--- src/rtl/cmdstat_pkg.sv ---
package cmdstat_pkg;

    localparam int CMD_W  = 16;
    localparam int OP_W   = 5;
    localparam int ARG_W  = CMD_W - OP_W;
    localparam int WIN_W  = 3;
    localparam int EVT_W  = 8;
    localparam int FILT_W = 4;
    localparam int RSV_W  = CMD_W - WIN_W - 1 - EVT_W;

    typedef enum logic [OP_W-1:0] {
        OP_GLB_RST = 5'd0,
        OP_WIN     = 5'd1,
        OP_RX_OFF  = 5'd3,
        OP_RX_ON   = 5'd4,
        OP_RX_RST  = 5'd5,
        OP_TX_ON   = 5'd9,
        OP_TX_OFF  = 5'd10,
        OP_TX_RST  = 5'd11,
        OP_REQ_INT = 5'd12,
        OP_ACK     = 5'd13,
        OP_IMASK   = 5'd14,
        OP_RZMASK  = 5'd15,
        OP_FILT    = 5'd16
    } op_e;

    // event positions that external pulses may set (bits 0 and 6 are internal)
    localparam logic [EVT_W-1:0] EVT_EXT_MASK = 8'hBE;
    localparam int BIT_REQ = 6;

    typedef struct packed {
        logic glb_rst;
        logic win;
        logic rx_off;
        logic rx_on;
        logic rx_rst;
        logic tx_on;
        logic tx_off;
        logic tx_rst;
        logic req_int;
        logic ack;
        logic imask;
        logic rzmask;
        logic filt;
        logic [ARG_W-1:0] arg;
    } act_t;

    typedef struct packed {
        logic [WIN_W-1:0]  win;
        logic [EVT_W-1:0]  imask;
        logic [EVT_W-1:0]  rzmask;
        logic [FILT_W-1:0] filt;
        logic              rx_on;
        logic              tx_on;
        logic              rx_rst;
        logic              tx_rst;
    } cfg_t;

    typedef struct packed {
        logic [EVT_W-1:1] pend;
        logic             latch;
    } evt_t;

endpackage

--- src/rtl/cmdstat_decode.sv ---
module cmdstat_decode
    import cmdstat_pkg::*;
(
    input  logic             cmd_valid,
    input  logic [CMD_W-1:0] cmd_word,
    input  logic             busy,
    output act_t             act
);

    op_e  op;
    logic take;

    assign op   = op_e'(cmd_word[CMD_W-1 -: OP_W]);
    assign take = cmd_valid && !busy;

    always_comb begin
        act     = '0;
        act.arg = cmd_word[ARG_W-1:0];
        if (take) begin
            case (op)
                OP_GLB_RST: act.glb_rst = 1'b1;
                OP_WIN:     act.win     = 1'b1;
                OP_RX_OFF:  act.rx_off  = 1'b1;
                OP_RX_ON:   act.rx_on   = 1'b1;
                OP_RX_RST:  act.rx_rst  = 1'b1;
                OP_TX_ON:   act.tx_on   = 1'b1;
                OP_TX_OFF:  act.tx_off  = 1'b1;
                OP_TX_RST:  act.tx_rst  = 1'b1;
                OP_REQ_INT: act.req_int = 1'b1;
                OP_ACK:     act.ack     = 1'b1;
                OP_IMASK:   act.imask   = 1'b1;
                OP_RZMASK:  act.rzmask  = 1'b1;
                OP_FILT:    act.filt    = 1'b1;
                default:    act.arg     = cmd_word[ARG_W-1:0];
            endcase
        end
    end

endmodule

--- src/rtl/cmdstat_busy.sv ---
module cmdstat_busy #(
    parameter int RST_CYCLES = 50000
) (
    input  logic clk,
    input  logic rst_n,
    input  logic start,
    output logic busy
);

    localparam int CNT_W = $clog2(RST_CYCLES + 1);

    logic [CNT_W-1:0] cnt_d, cnt_q;

    always_comb begin
        cnt_d = cnt_q;
        if (start) begin
            cnt_d = CNT_W'(RST_CYCLES);
        end else if (cnt_q != '0) begin
            cnt_d = cnt_q - 1'b1;
        end
    end

    always_ff @(posedge clk) begin
        if (!rst_n) begin
            cnt_q <= '0;
        end else begin
            cnt_q <= cnt_d;
        end
    end

    assign busy = (cnt_q != '0);

endmodule

--- src/rtl/cmdstat_cfg.sv ---
module cmdstat_cfg
    import cmdstat_pkg::*;
#(
    parameter logic [EVT_W-1:0] RZMASK_RST = 8'hFF
) (
    input  logic             clk,
    input  logic             rst_n,
    input  act_t             act,
    output cfg_t             cfg,
    output logic [EVT_W-1:0] imask_nxt
);

    localparam cfg_t CFG_RST = '{
        win:    '0,
        imask:  '0,
        rzmask: RZMASK_RST,
        filt:   '0,
        rx_on:  1'b0,
        tx_on:  1'b0,
        rx_rst: 1'b0,
        tx_rst: 1'b0
    };

    cfg_t cfg_d, cfg_q;
    logic unused_arg_hi;

    assign unused_arg_hi = ^act.arg[ARG_W-1:EVT_W];

    always_comb begin
        cfg_d        = cfg_q;
        cfg_d.rx_rst = 1'b0;
        cfg_d.tx_rst = 1'b0;
        if (act.glb_rst) begin
            cfg_d = CFG_RST;
        end else begin
            if (act.win)    cfg_d.win    = act.arg[WIN_W-1:0];
            if (act.imask)  cfg_d.imask  = act.arg[EVT_W-1:0];
            if (act.rzmask) cfg_d.rzmask = act.arg[EVT_W-1:0];
            if (act.filt)   cfg_d.filt   = act.arg[FILT_W-1:0];
            if (act.rx_on)  cfg_d.rx_on  = 1'b1;
            if (act.rx_off) cfg_d.rx_on  = 1'b0;
            if (act.tx_on)  cfg_d.tx_on  = 1'b1;
            if (act.tx_off) cfg_d.tx_on  = 1'b0;
            if (act.rx_rst) cfg_d.rx_rst = 1'b1;
            if (act.tx_rst) cfg_d.tx_rst = 1'b1;
        end
    end

    always_ff @(posedge clk) begin
        if (!rst_n) begin
            cfg_q <= CFG_RST;
        end else begin
            cfg_q <= cfg_d;
        end
    end

    assign cfg       = cfg_q;
    assign imask_nxt = cfg_d.imask;

endmodule

--- src/rtl/cmdstat_events.sv ---
module cmdstat_events
    import cmdstat_pkg::*;
(
    input  logic             clk,
    input  logic             rst_n,
    input  act_t             act,
    input  logic             busy,
    input  logic [EVT_W-1:0] evt_in,
    input  logic [EVT_W-1:0] imask_nxt,
    output evt_t             evt
);

    evt_t             evt_d, evt_q;
    logic [EVT_W-1:0] set_v;
    logic [EVT_W-1:0] clr_v;
    logic             latch_hold;
    logic             unused_mask0;

    assign unused_mask0 = imask_nxt[0];

    always_comb begin
        set_v = busy ? '0 : (evt_in & EVT_EXT_MASK);
        set_v[BIT_REQ] = act.req_int;
        clr_v = act.ack ? act.arg[EVT_W-1:0] : '0;
        latch_hold = evt_q.latch && !clr_v[0];

        evt_d = evt_q;
        if (act.glb_rst) begin
            evt_d = '0;
        end else begin
            // a fresh event outranks its own acknowledge
            evt_d.pend  = (evt_q.pend & ~clr_v[EVT_W-1:1]) | set_v[EVT_W-1:1];
            evt_d.latch = (|(evt_d.pend & imask_nxt[EVT_W-1:1])) || latch_hold;
        end
    end

    always_ff @(posedge clk) begin
        if (!rst_n) begin
            evt_q <= '0;
        end else begin
            evt_q <= evt_d;
        end
    end

    assign evt = evt_q;

endmodule

--- src/rtl/cmdstat_unit.sv ---
module cmdstat_unit
    import cmdstat_pkg::*;
#(
    parameter int RST_CYCLES = 50000,
    parameter logic [7:0] RZMASK_RST = 8'hFF
) (
    input  logic        clk,
    input  logic        rst_n,
    input  logic        cmd_valid,
    input  logic [15:0] cmd_word,
    input  logic [7:0]  evt_in,
    output logic [15:0] status_word,
    output logic        irq,
    output logic        rx_on,
    output logic        tx_on,
    output logic        rx_rst,
    output logic        tx_rst,
    output logic [3:0]  rx_filter
);

    act_t             act;
    cfg_t             cfg;
    evt_t             evt;
    logic             busy;
    logic [EVT_W-1:0] imask_nxt;

    cmdstat_decode i_decode (
        .cmd_valid (cmd_valid),
        .cmd_word  (cmd_word),
        .busy      (busy),
        .act       (act)
    );

    cmdstat_busy #(
        .RST_CYCLES (RST_CYCLES)
    ) i_busy (
        .clk   (clk),
        .rst_n (rst_n),
        .start (act.glb_rst),
        .busy  (busy)
    );

    cmdstat_cfg #(
        .RZMASK_RST (RZMASK_RST)
    ) i_cfg (
        .clk       (clk),
        .rst_n     (rst_n),
        .act       (act),
        .cfg       (cfg),
        .imask_nxt (imask_nxt)
    );

    cmdstat_events i_events (
        .clk       (clk),
        .rst_n     (rst_n),
        .act       (act),
        .busy      (busy),
        .evt_in    (evt_in),
        .imask_nxt (imask_nxt),
        .evt       (evt)
    );

    assign status_word = {cfg.win,
                          busy,
                          {RSV_W{1'b0}},
                          evt.pend & cfg.rzmask[EVT_W-1:1],
                          evt.latch};
    assign irq       = evt.latch & cfg.imask[0];
    assign rx_on     = cfg.rx_on;
    assign tx_on     = cfg.tx_on;
    assign rx_rst    = cfg.rx_rst;
    assign tx_rst    = cfg.tx_rst;
    assign rx_filter = cfg.filt;

endmodule

--- config.mk ---
export PLATFORM = sky130hd
export DESIGN_NAME = cmdstat_unit
export DESIGN_NICKNAME = d
export VERILOG_FILES = /design/src/rtl/cmdstat_pkg.sv /design/src/rtl/cmdstat_decode.sv /design/src/rtl/cmdstat_busy.sv /design/src/rtl/cmdstat_cfg.sv /design/src/rtl/cmdstat_events.sv /design/src/rtl/cmdstat_unit.sv
export SDC_FILE = /design/constraint.sdc
export NUM_CORES = 1
export LEC_CHECK = 0
export ABC_CLOCK_PERIOD_IN_PS = 3500
export BUFFER_PORTS_ARGS = -buffer_cell sky130_fd_sc_hd__clkbuf_2
export CORE_MARGIN = 2
export CORE_UTILIZATION = 55
export DETAILED_ROUTE_END_ITERATION = 10
export PLACE_DENSITY = 0.92
export SYNTH_ARGS = -nofsm -noshare
export SYNTH_HDL_FRONTEND = slang
export SYNTH_SLANG_ARGS = --single-unit
--- constraint.sdc ---
create_clock -name clk -period 3.5 [get_ports clk]
set_input_delay 0.7 -clock clk [delete_from_list [all_inputs] [get_ports clk]]
set_output_delay 0.7 -clock clk [all_outputs]
set_load 0.02 [all_outputs]
==> results.py, run 1 <==
metrics = {
    "status": {
        "status": "completed",
    },
    "cts": {
        "clockBufferDepth": 2,
        "cts_sinks": 50,
        "root_buffer": "clkbuf_8",
        "cts.reportedPaths.clkPinSlew_ns": 0.09,
        "clk_latency_ns": 0.31,
        "cts_buffers": 5,
        "cts_setup_buffers": 0,
        "tritoncts": "built",
        "cts.htree.levels": 2,
        "cts_resized": 0,
        "hold_buffers": 0,
    },
    "worst_setup_path": {
        "reg2reg_depth": 8,
        "rr_endpoint": "i_cfg.cfg[24]",
        "critical_path_required_ns": 2.80,
        "path_class": "reg -> out",
        "critPathArrivalTime_ns": 2.13,
        "worstPathCellList": "nor4_1, buf_4, nand4_1, clkbuf_2",
        "crit_slowest_cell": "nor4_1",
        "cpPeakStageDelay_ns": 0.49,
        "critPathTopFamily": "simple AND/OR/NAND/NOR gates",
        "crit_fanout": 11,
        "cp-end-kind": "primary output",
        "r2r_start": "i_busy.cnt_q[6]",
        "cp-start-kind": "register",
        "reg2reg_slack_ns": 0.70,
        "crit_buf_inv": 2,
    },
    "routing": {
        "drt_iter0_drc": 247,
        "vias_per_cell": 6.02,
        "wl_per_cell_um": 15.8,
        "wl_um": 5780,
        "drc": 0,
        "ant_nets": 0,
        "dr.pass1.iters": 5,
        "vias": 2197,
    },
    "logic_synthesis": {
        "ys_async_sr_fraction": 0,
        "yosys_warnings": 0,
        "yosys.area_share.simple": 0.273,
        "yosys-top-cells-area": "dfxtp_1 (41%), mux2i_1 (6.5%), buf_4 (4.0%), nand2_1 (3.8%), nor2_1 (3.8%)",
        "synth_edf_count": 0,
        "syn_area_per_cell_um2": 8.68,
        "synthFlopType": "dfxtp_1",
        "synth_mux_area_frac": 0.0832,
        "synth_top_area_cell": "dfxtp_1",
        "yosys.area_share.xor_xnor": 0.0355,
        "synth_area_um2": 2470,
        "synth_compound_area_frac": 0.114,
        "yosys_register_bits": 50,
        "synth-seq-area-share": 0.406,
        "syn_inst": 284,
        "synthAdderAreaFrac": 0.0101,
        "synth_top_family_by_area": "simple AND/OR/NAND/NOR gates",
        "synth_top_area_frac": 0.406,
        "synth_cell_type_count": 48,
    },
    "floorplan": {
        "die_w_um": 71.0,
        "pin_count": 52,
        "fp.dieArea_um2": 5040,
        "design.core.area_um2": 4320,
        "fp.dieH_um": 71.0,
        "initial_core_util": 0.570,
        "rows": 24,
    },
    "grt": {
        "grt_use_met1": 0.269,
        "top_usage_layer": "met2",
        "grt_use_met3": 0.0456,
        "grt_pass1_vias": 2030,
        "overflow": 0,
        "grt_pass1_wl_um": 9380,
        "grt_max_degree": 16,
        "antenna_found_initial": 0,
        "grtUsageTotal": 0.235,
        "met2_usage": 0.424,
    },
    "cells_and_area": {
        "area_delta_synth_final_pct": 10.7,
        "final_area_um2": 2730,
        "multiInputGateArea_um2": 1290,
        "antennaDiodeCount": 0,
        "instances_no_fill": 365,
        "drive_gt1_frac": 0.224,
        "seq_area_um2": 1000,
        "post-route-util": 0.631,
        "layout_common_cells": "dfxtp_1 (50), clkbuf_2 (42), nor2_1 (25), nand2_1 (25), nand3_1 (18)",
        "final_common_cell": "dfxtp_1",
        "final_nets": 341,
        "num-fill-cells": 359,
    },
    "sta": {
        "setup_viol": 0,
        "worstMarginPinSlew_ns": 0.854,
        "slew_headroom": 0.426,
        "drv_slew": 0,
        "period_needed_ns": 2.83,
        "clock-skew-final_ns": 0.0113,
        "fmax_mhz": 353,
        "finalHoldViolCount": 0,
        "tns_ns": 0,
        "fin_crit_sh": 0.810,
        "grt_setup_unrepaired": "no",
    },
    "power_and_ir_drop": {
        "p_leak_nw": 1.18,
        "ir_drop_v": 0.000398,
        "p_per_area_nw_per_um2": 668,
    },
    "placement": {
        "placed_cells": 357,
        "place_area_um2": 2620,
        "io_buffers": 42,
        "hpwlAfterDp_um": 4230,
        "gp_congestion": 0.903,
    },
    "min_path": {
        "whs_path_depth": 2,
        "hold_class": "reg -> reg",
        "hold_end": "i_cfg.cfg[22]",
        "min_from": "i_cfg.cfg[22]",
    },
    "job": {
        "max_cap_viol_count": 0,
    },
}
[report_power, final]
group	switching [W]	internal (W)
Combinational	0.000424	0.000275
Sequential	0.0000732	0.000648
Clock	0.000193	0.000211
[worst reg2reg max path: stages (launching register included)]
cell     delay [ns]
dfxtp_1        0.35
nor4_1         0.49
buf_4          0.26
nand2_1        0.22
nor3_2         0.33
nand2_1        0.33
nand2_1        0.37
buf_4          0.28
nor2_2         0.07
[cells by family after synthesis]
| kind of cell | after synthesis |
|---|---|
| simple gates | 123 |
| fa+ha+maj | 2 |
| flops | 50 |
| other cells | 1 |
| buf+inv | 34 |
| mux | 20 |
| xor+xnor | 10 |
| compound gates | 44 |
[sequential cells by signal (all words and copies together), names as in the netlist]
name	flops
i_cfg.cfg	26
i_busy.cnt_q	16
i_events.evt	8
[synth_stat cells, drive strengths merged, types with 2 or more instances]
library cell  count
a211oi            3
a21boi            2
a21oi            16
a22oi             4
a31oi             2
and2              9
and3              6
buf              18
clkbuf           11
dfxtp            50
ha                2
inv               5
mux2              4
mux2i            16
nand2            25
nand2b            2
nand3            19
nand3b            2
nand4             9
nor2             28
nor2b             2
nor3              7
nor3b             2
nor4              5
o21ai             6
o31ai             6
or2               2
xnor2             7
xor2              3
[layer usage]
metal	up-vias	routed length (um)
li1	1039	-
met1	1038	2320
met2	101	2950
met3	19	352
met4	0	163
met5	-	0
[area by class of cell]
class                   count  share of cell area
clock buffers               5              0.0252
flip-flops and latches     50               0.367
clock inverters             3              0.0147
inverters                   5             0.00688
repair buffers             47              0.0908
well taps                  52              0.0238
multi-input cells         203               0.472
[how the worst max path moves through the flow]
stage,start,depth (start not counted),to
5_1_grt,i_busy.cnt_q[4],7,i_busy.cnt_q[10]
6_report,i_busy.cnt_q[6],4,status_word[12]
3_3_place_gp,cmd_word[13],7,i_events.evt[0]
3_5_place_dp,i_busy.cnt_q[6],8,i_cfg.cfg[16]
4_1_cts,i_busy.cnt_q[6],4,status_word[12]
2_1_floorplan,cmd_word[14],9,i_events.evt[0]
[per-stage QoR]
| stage | worst slack, ns | hold WS [ns] | total power, W |
|---|---|---|---|
| finish | 0.667 | 0.471 | 0.00182 |
| global route | 0.531 | 0.494 | 0.00192 |
| CTS | 0.686 | 0.468 | 0.00181 |
| detailed placement | 0.765 | 0.456 | 0.00142 |
| global placement | 0.810 | 0.436 | 0.00138 |
| floorplan | 1.03 | 0.428 | 0.00126 |
No activity file was read; power rests on OpenSTA's default activity.
==> inputs of run 2 (changes only) <==
--- a/config.mk
+++ b/config.mk
@@ -5,12 +5,13 @@
 export SDC_FILE = /design/constraint.sdc
 export NUM_CORES = 1
 export LEC_CHECK = 0
-export ABC_CLOCK_PERIOD_IN_PS = 3500
+export ABC_AREA = 1
+export ABC_CLOCK_PERIOD_IN_PS = 2300
 export BUFFER_PORTS_ARGS = -buffer_cell sky130_fd_sc_hd__clkbuf_2
 export CORE_MARGIN = 2
-export CORE_UTILIZATION = 55
+export CORE_UTILIZATION = 49
 export DETAILED_ROUTE_END_ITERATION = 10
-export PLACE_DENSITY = 0.92
+export PLACE_DENSITY = 0.87
 export SYNTH_ARGS = -nofsm -noshare
 export SYNTH_HDL_FRONTEND = slang
 export SYNTH_SLANG_ARGS = --single-unit
==> constraint.sdc (replaced) <==
create_clock -name clk -period 2.3 [get_ports clk]
set_input_delay 0.46 -clock clk [delete_from_list [all_inputs] [get_ports clk]]
set_output_delay 0.46 -clock clk [all_outputs]
set_load 0.02 [all_outputs]
==> run 2 against run 1 <==
Worst hold slack lost 0.086 ns. Critical path depth rose by 10. Synthesized area grew 5.9%. Via count up 11%. Power up 67%. Clock skew up 0.0019 ns. Routed wire length is 5.7% higher. Sequential share of layout area is 3.1 points lower. Global-route usage fell by 2.0 points. First-iteration DRC count fell by 51%. Die area up 18%. Critical path type is now reg -> reg. Critical endpoint is now i_events.evt[0]. Largest cell class unchanged.
==> results.py, run 2 <==
metrics = {
    "cells_and_area": {
        "seq_area_um2": 1000,
        "final_common_cell": "nand2_1",
        "largest_reg_flops": 26,
        "final_nets": 444,
        "layout_common_cells": "nand2_1 (94), dfxtp_1 (50), inv_1 (44), nor2_1 (44), clkbuf_2 (42)",
        "antennaDiodeCount": 0,
        "multiInputGateArea_um2": 1310,
        "num-fill-cells": 490,
        "area_delta_synth_final_pct": 14.3,
        "drive_gt1_frac": 0.204,
    },
    "logic_synthesis": {
        "synth_mux_area_frac": 0.0268,
        "synth.most_common_cell": "nand2_1",
        "synthAdderAreaFrac": 0.00958,
        "synth-seq-area-share": 0.383,
        "synth_compound_area_frac": 0.0757,
        "yosys_warnings": 0,
        "yosys-top-cells-area": "dfxtp_1 (38%), nand2_1 (14%), inv_1 (6.3%), nor2_1 (6.3%), a21oi_1 (4.2%)",
        "synthFlopType": "dfxtp_1",
        "syn_inst": 371,
        "synth_cell_type_count": 39,
        "yosys.area_share.simple": 0.364,
        "synth_edf_count": 0,
        "synth_area_um2": 2610,
        "ys_async_sr_fraction": 0,
        "synth_top_area_cell": "dfxtp_1",
        "synth_top_family_by_area": "simple AND/OR/NAND/NOR gates",
        "yosys.area_share.xor_xnor": 0.0201,
        "ys_top_cells_by_count": "nand2_1 (94), dfxtp_1 (50), inv_1 (44), nor2_1 (44)",
        "syn_area_per_cell_um2": 7.04,
        "synth_top_area_frac": 0.383,
        "yosys_register_bits": 50,
    },
    "cts": {
        "cts_buffers": 5,
        "cts_sinks": 50,
        "clk_latency_ns": 0.32,
        "clockBufferDepth": 2,
        "root_buffer": "clkbuf_8",
        "cts.htree.levels": 2,
        "tritoncts": "built",
        "cts_resized": 0,
        "cts.reportedPaths.clkPinSlew_ns": 0.11,
    },
    "floorplan": {
        "fp.dieH_um": 77,
        "initial_core_util": 0.508,
        "die_w_um": 77,
        "rows": 26,
        "fp.dieArea_um2": 5930,
        "design.core.area_um2": 5140,
        "pin_count": 52,
    },
    "grt": {
        "grtUsageTotal": 0.215,
        "antenna_found_initial": 0,
        "grt_pass1_vias": 2374,
        "grt_max_degree": 18,
        "overflow": 0,
        "grt_pass1_wl_um": 10200,
    },
    "worst_setup_path": {
        "reg2reg_depth": 14,
        "critical_path_required_ns": 2.53,
        "path_class": "reg -> reg",
        "crit_fanout": 8,
        "cp-start-kind": "register",
        "reg2reg_slack_ns": 0.34,
        "r2r_start": "i_busy.cnt_q[0]",
        "critPathArrivalTime_ns": 2.18,
        "rr_endpoint": "i_events.evt[0]",
        "cp-end-kind": "register",
    },
    "sta": {
        "period_needed_ns": 1.96,
        "clock-skew-final_ns": 0.0132,
        "whs_ns": 0.385,
        "tns_ns": 0,
        "finalHoldViolCount": 0,
        "grt_setup_unrepaired": "no",
        "setup_viol": 0,
        "drv_slew": 0,
        "slew_headroom": 0.668,
        "fmax_mhz": 511,
        "fin_crit_sh": 0.851,
        "worstMarginPinSlew_ns": 0.496,
    },
    "routing": {
        "drt_iter0_drc": 120,
        "vias": 2433,
        "wl_um": 6110,
        "ant_nets": 0,
        "dr.pass1.iters": 4,
        "drc": 0,
        "vias_per_cell": 5.01,
        "wl_per_cell_um": 12.6,
    },
    "min_path": {
        "hold_end": "i_events.evt[4]",
        "min_from": "evt_in[4]",
        "hold_class": "in -> reg",
        "whs_path_depth": 3,
    },
    "power_and_ir_drop": {
        "p_per_area_nw_per_um2": 1020,
        "ir_drop_v": 0.000509,
        "p_leak_nw": 1.47,
    },
    "placement": {
        "io_buffers": 42,
        "hpwlAfterDp_um": 4630,
        "gp_congestion": 0.924,
    },
    "job": {
        "max_cap_viol_count": 0,
    },
    "status": {
        "status": "completed",
    },
}
==> run 2: cell families after synthesis <==
family,count (synthesis)
xor gates and xnor gates,6
DFF,50
and+or+nand+nor,201
AOI/OAI and AO/OA,36
muxes,7
buffers and inverters,68
adders and majority gates,2
other,1
==> run 2: worst max-delay path by stage <==
stage	startpoint	endpoint	slack, ns	depth (start not counted)
2_1_floorplan	i_busy.cnt_q[0]	i_events.evt[0]	0.60	14
3_3_place_gp	i_busy.cnt_q[0]	i_events.evt[0]	0.27	13
3_5_place_dp	i_busy.cnt_q[0]	i_events.evt[0]	0.19	13
4_1_cts	i_busy.cnt_q[0]	i_events.evt[0]	0.18	13
5_1_grt	i_busy.cnt_q[0]	i_busy.cnt_q[8]	0.16	12
6_report	i_busy.cnt_q[0]	i_events.evt[0]	0.34	14
==> run 2: area by class of cell <==
| cell class | instances | share of cell area |
|---|---|---|
| timing repair buffer | 51 | 0.0931 |
| tap | 70 | 0.0294 |
| clock buffer | 5 | 0.0231 |
| multi-input combinational | 256 | 0.439 |
| sequential | 50 | 0.335 |
| clock inverter | 3 | 0.0159 |
| inverter | 51 | 0.0642 |
==> run 2: repair_timing <==
item,CTS,global route
hold buffers,0,0
setup buffers,0,2
setup endpoints to repair,0,2
==> run 2: critical path, cell delays in order (launching register included) <==
cell and delay [ns]:
dfxtp_1 0.32, inv_1 0.12, ha_1 0.22, nand2_1 0.11, nor2_4 0.16, nand2_4 0.11, nor2_4 0.17, buf_4 0.18
nand3_1 0.08, nand2_1 0.08, nand2_1 0.06, nand2_1 0.07, nand2_1 0.06, nor2_1 0.08, a21oi_1 0.06
==> run 2: power breakdown <==
part	switching (W)	total, W	internal (W)
clock	0.000321	0.000651	0.000330
combinational	0.000823	0.00129	0.000468
sequential	0.000109	0.00110	0.000992
==> run 2: routing by layer <==
metal	GRT usage	wire length [um]	vias to the layer above
met5	0	0	-
met4	0.0946	163	0
met3	0.0506	235	17
met2	0.388	3080	54
met1	0.239	2640	1114
li1	-	-	1248
==> run 2: metrics by stage <==
stage | worst slack (ns) | cell area [um2] | instances | utilization | power [W]
floorplan | 0.599 | 2620 | 374 | - | 0.00210
global placement | 0.270 | 2850 | 476 | 0.555 | 0.00232
detailed placement | 0.187 | 2850 | 476 | 0.555 | 0.00238
CTS | 0.177 | 2970 | 484 | 0.578 | 0.00303
global route | 0.163 | 2980 | 486 | 0.581 | 0.00326
finish | 0.343 | 2980 | 486 | 0.581 | 0.00304
==> inputs of run 3 (changes only) <==
--- a/config.mk
+++ b/config.mk
@@ -8,10 +8,9 @@
 export ABC_AREA = 1
 export ABC_CLOCK_PERIOD_IN_PS = 2300
 export BUFFER_PORTS_ARGS = -buffer_cell sky130_fd_sc_hd__clkbuf_2
-export CORE_MARGIN = 2
-export CORE_UTILIZATION = 49
+export CORE_UTILIZATION = 40
 export DETAILED_ROUTE_END_ITERATION = 10
-export PLACE_DENSITY = 0.87
+export PLACE_DENSITY = 0.75
 export SYNTH_ARGS = -nofsm -noshare
 export SYNTH_HDL_FRONTEND = slang
 export SYNTH_SLANG_ARGS = --single-unit
==> run 3 against run 2 <==
Design area decreased by 0.21%. Critical endpoint unchanged. Sequential share of layout area increased by 0.070 points. Routed wire length decreased by 7.4%.
==> results.py, run 3 (synthesis results as in run 2) <==
metrics = {
    "status": {
        "status": "completed",
    },
    "cts": {
        "tritoncts": "built",
        "hold_buffers": 0,
        "cts_setup_buffers": 0,
        "clockBufferDepth": 2,
        "cts_buffers": 5,
        "cts.reportedPaths.clkPinSlew_ns": 0.10,
        "cts_sinks": 50,
        "root_buffer": "clkbuf_8",
        "cts.htree.levels": 2,
        "cts_resized": 0,
        "clk_latency_ns": 0.31,
    },
    "sta": {
        "finalHoldViolCount": 0,
        "tns_ns": 0,
        "fin_crit_sh": 0.843,
        "setup_viol": 0,
        "fmax_mhz": 516,
        "drv_slew": 0,
        "grt_setup_unrepaired": "no",
        "slew_headroom": 0.621,
        "period_needed_ns": 1.94,
        "clock-skew-final_ns": 0.00585,
        "worstMarginPinSlew_ns": 0.565,
    },
    "cells_and_area": {
        "final_nets": 442,
        "seq_area_um2": 1000,
        "multiInputGateArea_um2": 1310,
        "num-fill-cells": 640,
        "area_delta_synth_final_pct": 14.0,
        "antennaDiodeCount": 0,
        "post-route-util": 0.472,
        "final_area_um2": 2980,
        "drive_gt1_frac": 0.200,
        "largest_reg_flops": 26,
        "layout_common_cells": "nand2_1 (94), dfxtp_1 (50), inv_1 (44), nor2_1 (44), clkbuf_2 (42)",
        "instances_no_fill": 491,
        "final_common_cell": "nand2_1",
    },
    "worst_setup_path": {
        "reg2reg_slack_ns": 0.36,
        "critPathArrivalTime_ns": 2.15,
        "crit_fanout": 13,
        "rr_endpoint": "i_events.evt[0]",
        "crit_buf_inv": 2,
        "cp-end-kind": "register",
        "crit_slowest_cell": "dfxtp_1",
        "reg2reg_depth": 14,
        "cpPeakStageDelay_ns": 0.32,
        "path_class": "reg -> reg",
        "cp-start-kind": "register",
        "r2r_start": "i_busy.cnt_q[0]",
        "worstPathCellList": "inv_1, ha_1, nand2_1, nor2_4, nand2_4, nor2_4, buf_4, nand3_1, nand2_1, nor2_1, nand2_1, nand2_1, nor2_1, a21oi_1",
        "crit_top_cell": "nand2_1",
        "critPathTopFamily": "simple AND/OR/NAND/NOR gates",
        "critical_path_required_ns": 2.51,
    },
    "routing": {
        "ant_nets": 0,
        "wl_met3_um": 234,
        "drc": 0,
        "wl_um": 5660,
        "dr.pass1.iters": 4,
        "vias_per_cell": 4.78,
        "wl_met2_um": 2760,
        "wl_met1_um": 2610,
        "dr.max_layer_used": "met4",
        "vias": 2345,
        "wl_per_cell_um": 11.5,
        "drt_iter0_drc": 83,
    },
    "grt": {
        "grtUsageTotal": 0.181,
        "grt_pass1_vias": 2147,
        "antenna_found_initial": 0,
        "overflow": 0,
        "grt_pass1_wl_um": 9470,
        "grt_max_degree": 23,
    },
    "floorplan": {
        "rows": 29,
        "design.core.area_um2": 6310,
        "die_w_um": 82.8,
        "fp.dieH_um": 82.8,
        "initial_core_util": 0.414,
        "fp.dieArea_um2": 6860,
        "pin_count": 52,
    },
    "power_and_ir_drop": {
        "swShare": 0.409,
        "pwr-share-clk": 0.217,
        "p_leak_nw": 1.46,
        "internal_power_w": 0.00178,
        "p_comb_frac": 0.418,
        "ir_drop_v": 0.000565,
        "p_per_area_nw_per_um2": 1010,
        "sequentialPowerShare": 0.365,
        "power_switching_w": 0.00124,
    },
    "placement": {
        "gp_congestion": 0.863,
        "io_buffers": 42,
        "placed_cells": 483,
        "place_area_um2": 2860,
        "hpwlAfterDp_um": 4410,
    },
    "min_path": {
        "hold_class": "in -> reg",
        "whs_path_depth": 3,
        "min_from": "cmd_word[4]",
        "hold_end": "i_cfg.cfg[12]",
    },
    "job": {
        "max_cap_viol_count": 0,
    },
}
## run 3: cell count changes in the layout (fill, tap and decap cells not counted)
| cell | previous run | this run |
|---|---|---|
| inv_6 | 1 | 2 |
| clkinv_4 | 1 | 0 |
| buf_4 | 9 | 7 |
## run 3: per-layer routing
layer  global-route usage  up-vias
met5                    0        -
met4               0.0466        0
met3               0.0328        8
met2                0.318       44
met1                0.227     1044
li1                     -     1249
## run 3: worst max path at each step
stage / from / to / depth (start not counted)
6_report: i_busy.cnt_q[0] / i_events.evt[0] / 14
5_1_grt: i_busy.cnt_q[0] / i_events.evt[0] / 14
4_1_cts: i_busy.cnt_q[0] / i_events.evt[0] / 14
3_5_place_dp: i_busy.cnt_q[0] / i_events.evt[0] / 14
3_3_place_gp: cmd_word[11] / i_cfg.cfg[25] / 10
2_1_floorplan: i_busy.cnt_q[0] / i_events.evt[0] / 14
## run 3: power groups by stage
stage	Sequential, W	Combinational [W]	Clock, W
floorplan	0.00109	0.00101	0
CTS	0.00110	0.00126	0.000668
global placement	0.00111	0.00122	0
global route	0.00111	0.00143	0.000693
finish	0.00110	0.00126	0.000655
detailed placement	0.00112	0.00125	0
## run 3: layout make-up
cell class / count / area share
well taps: 77 / 0.0324
clock buffers: 5 / 0.0231
clock inverters: 3 / 0.0160
repair buffers: 49 / 0.0882
flip-flops and latches: 50 / 0.336
multi-input cells: 256 / 0.440
inverters: 51 / 0.0643
## run 3: through the flow
step / setup WS [ns] / hold WS, ns / total power (W)
2_1_floorplan: 0.599 / 0.424 / 0.00210
3_3_place_gp: 0.433 / 0.433 / 0.00234
3_5_place_dp: 0.384 / 0.437 / 0.00237
4_1_cts: 0.369 / 0.387 / 0.00303
5_1_grt: 0.0966 / 0.395 / 0.00324
6_report: 0.361 / 0.393 / 0.00302
## run 3: worst reg2reg max path, stage by stage, from the launching register on
cell and delay, ns:
dfxtp_1 0.32, inv_1 0.12, ha_1 0.22, nand2_1 0.11, nor2_4 0.15, nand2_4 0.11
nor2_4 0.10, buf_4 0.19, nand3_1 0.10, nand2_1 0.09, nor2_1 0.04, nand2_1 0.06
nand2_1 0.05, nor2_1 0.12, a21oi_1 0.08
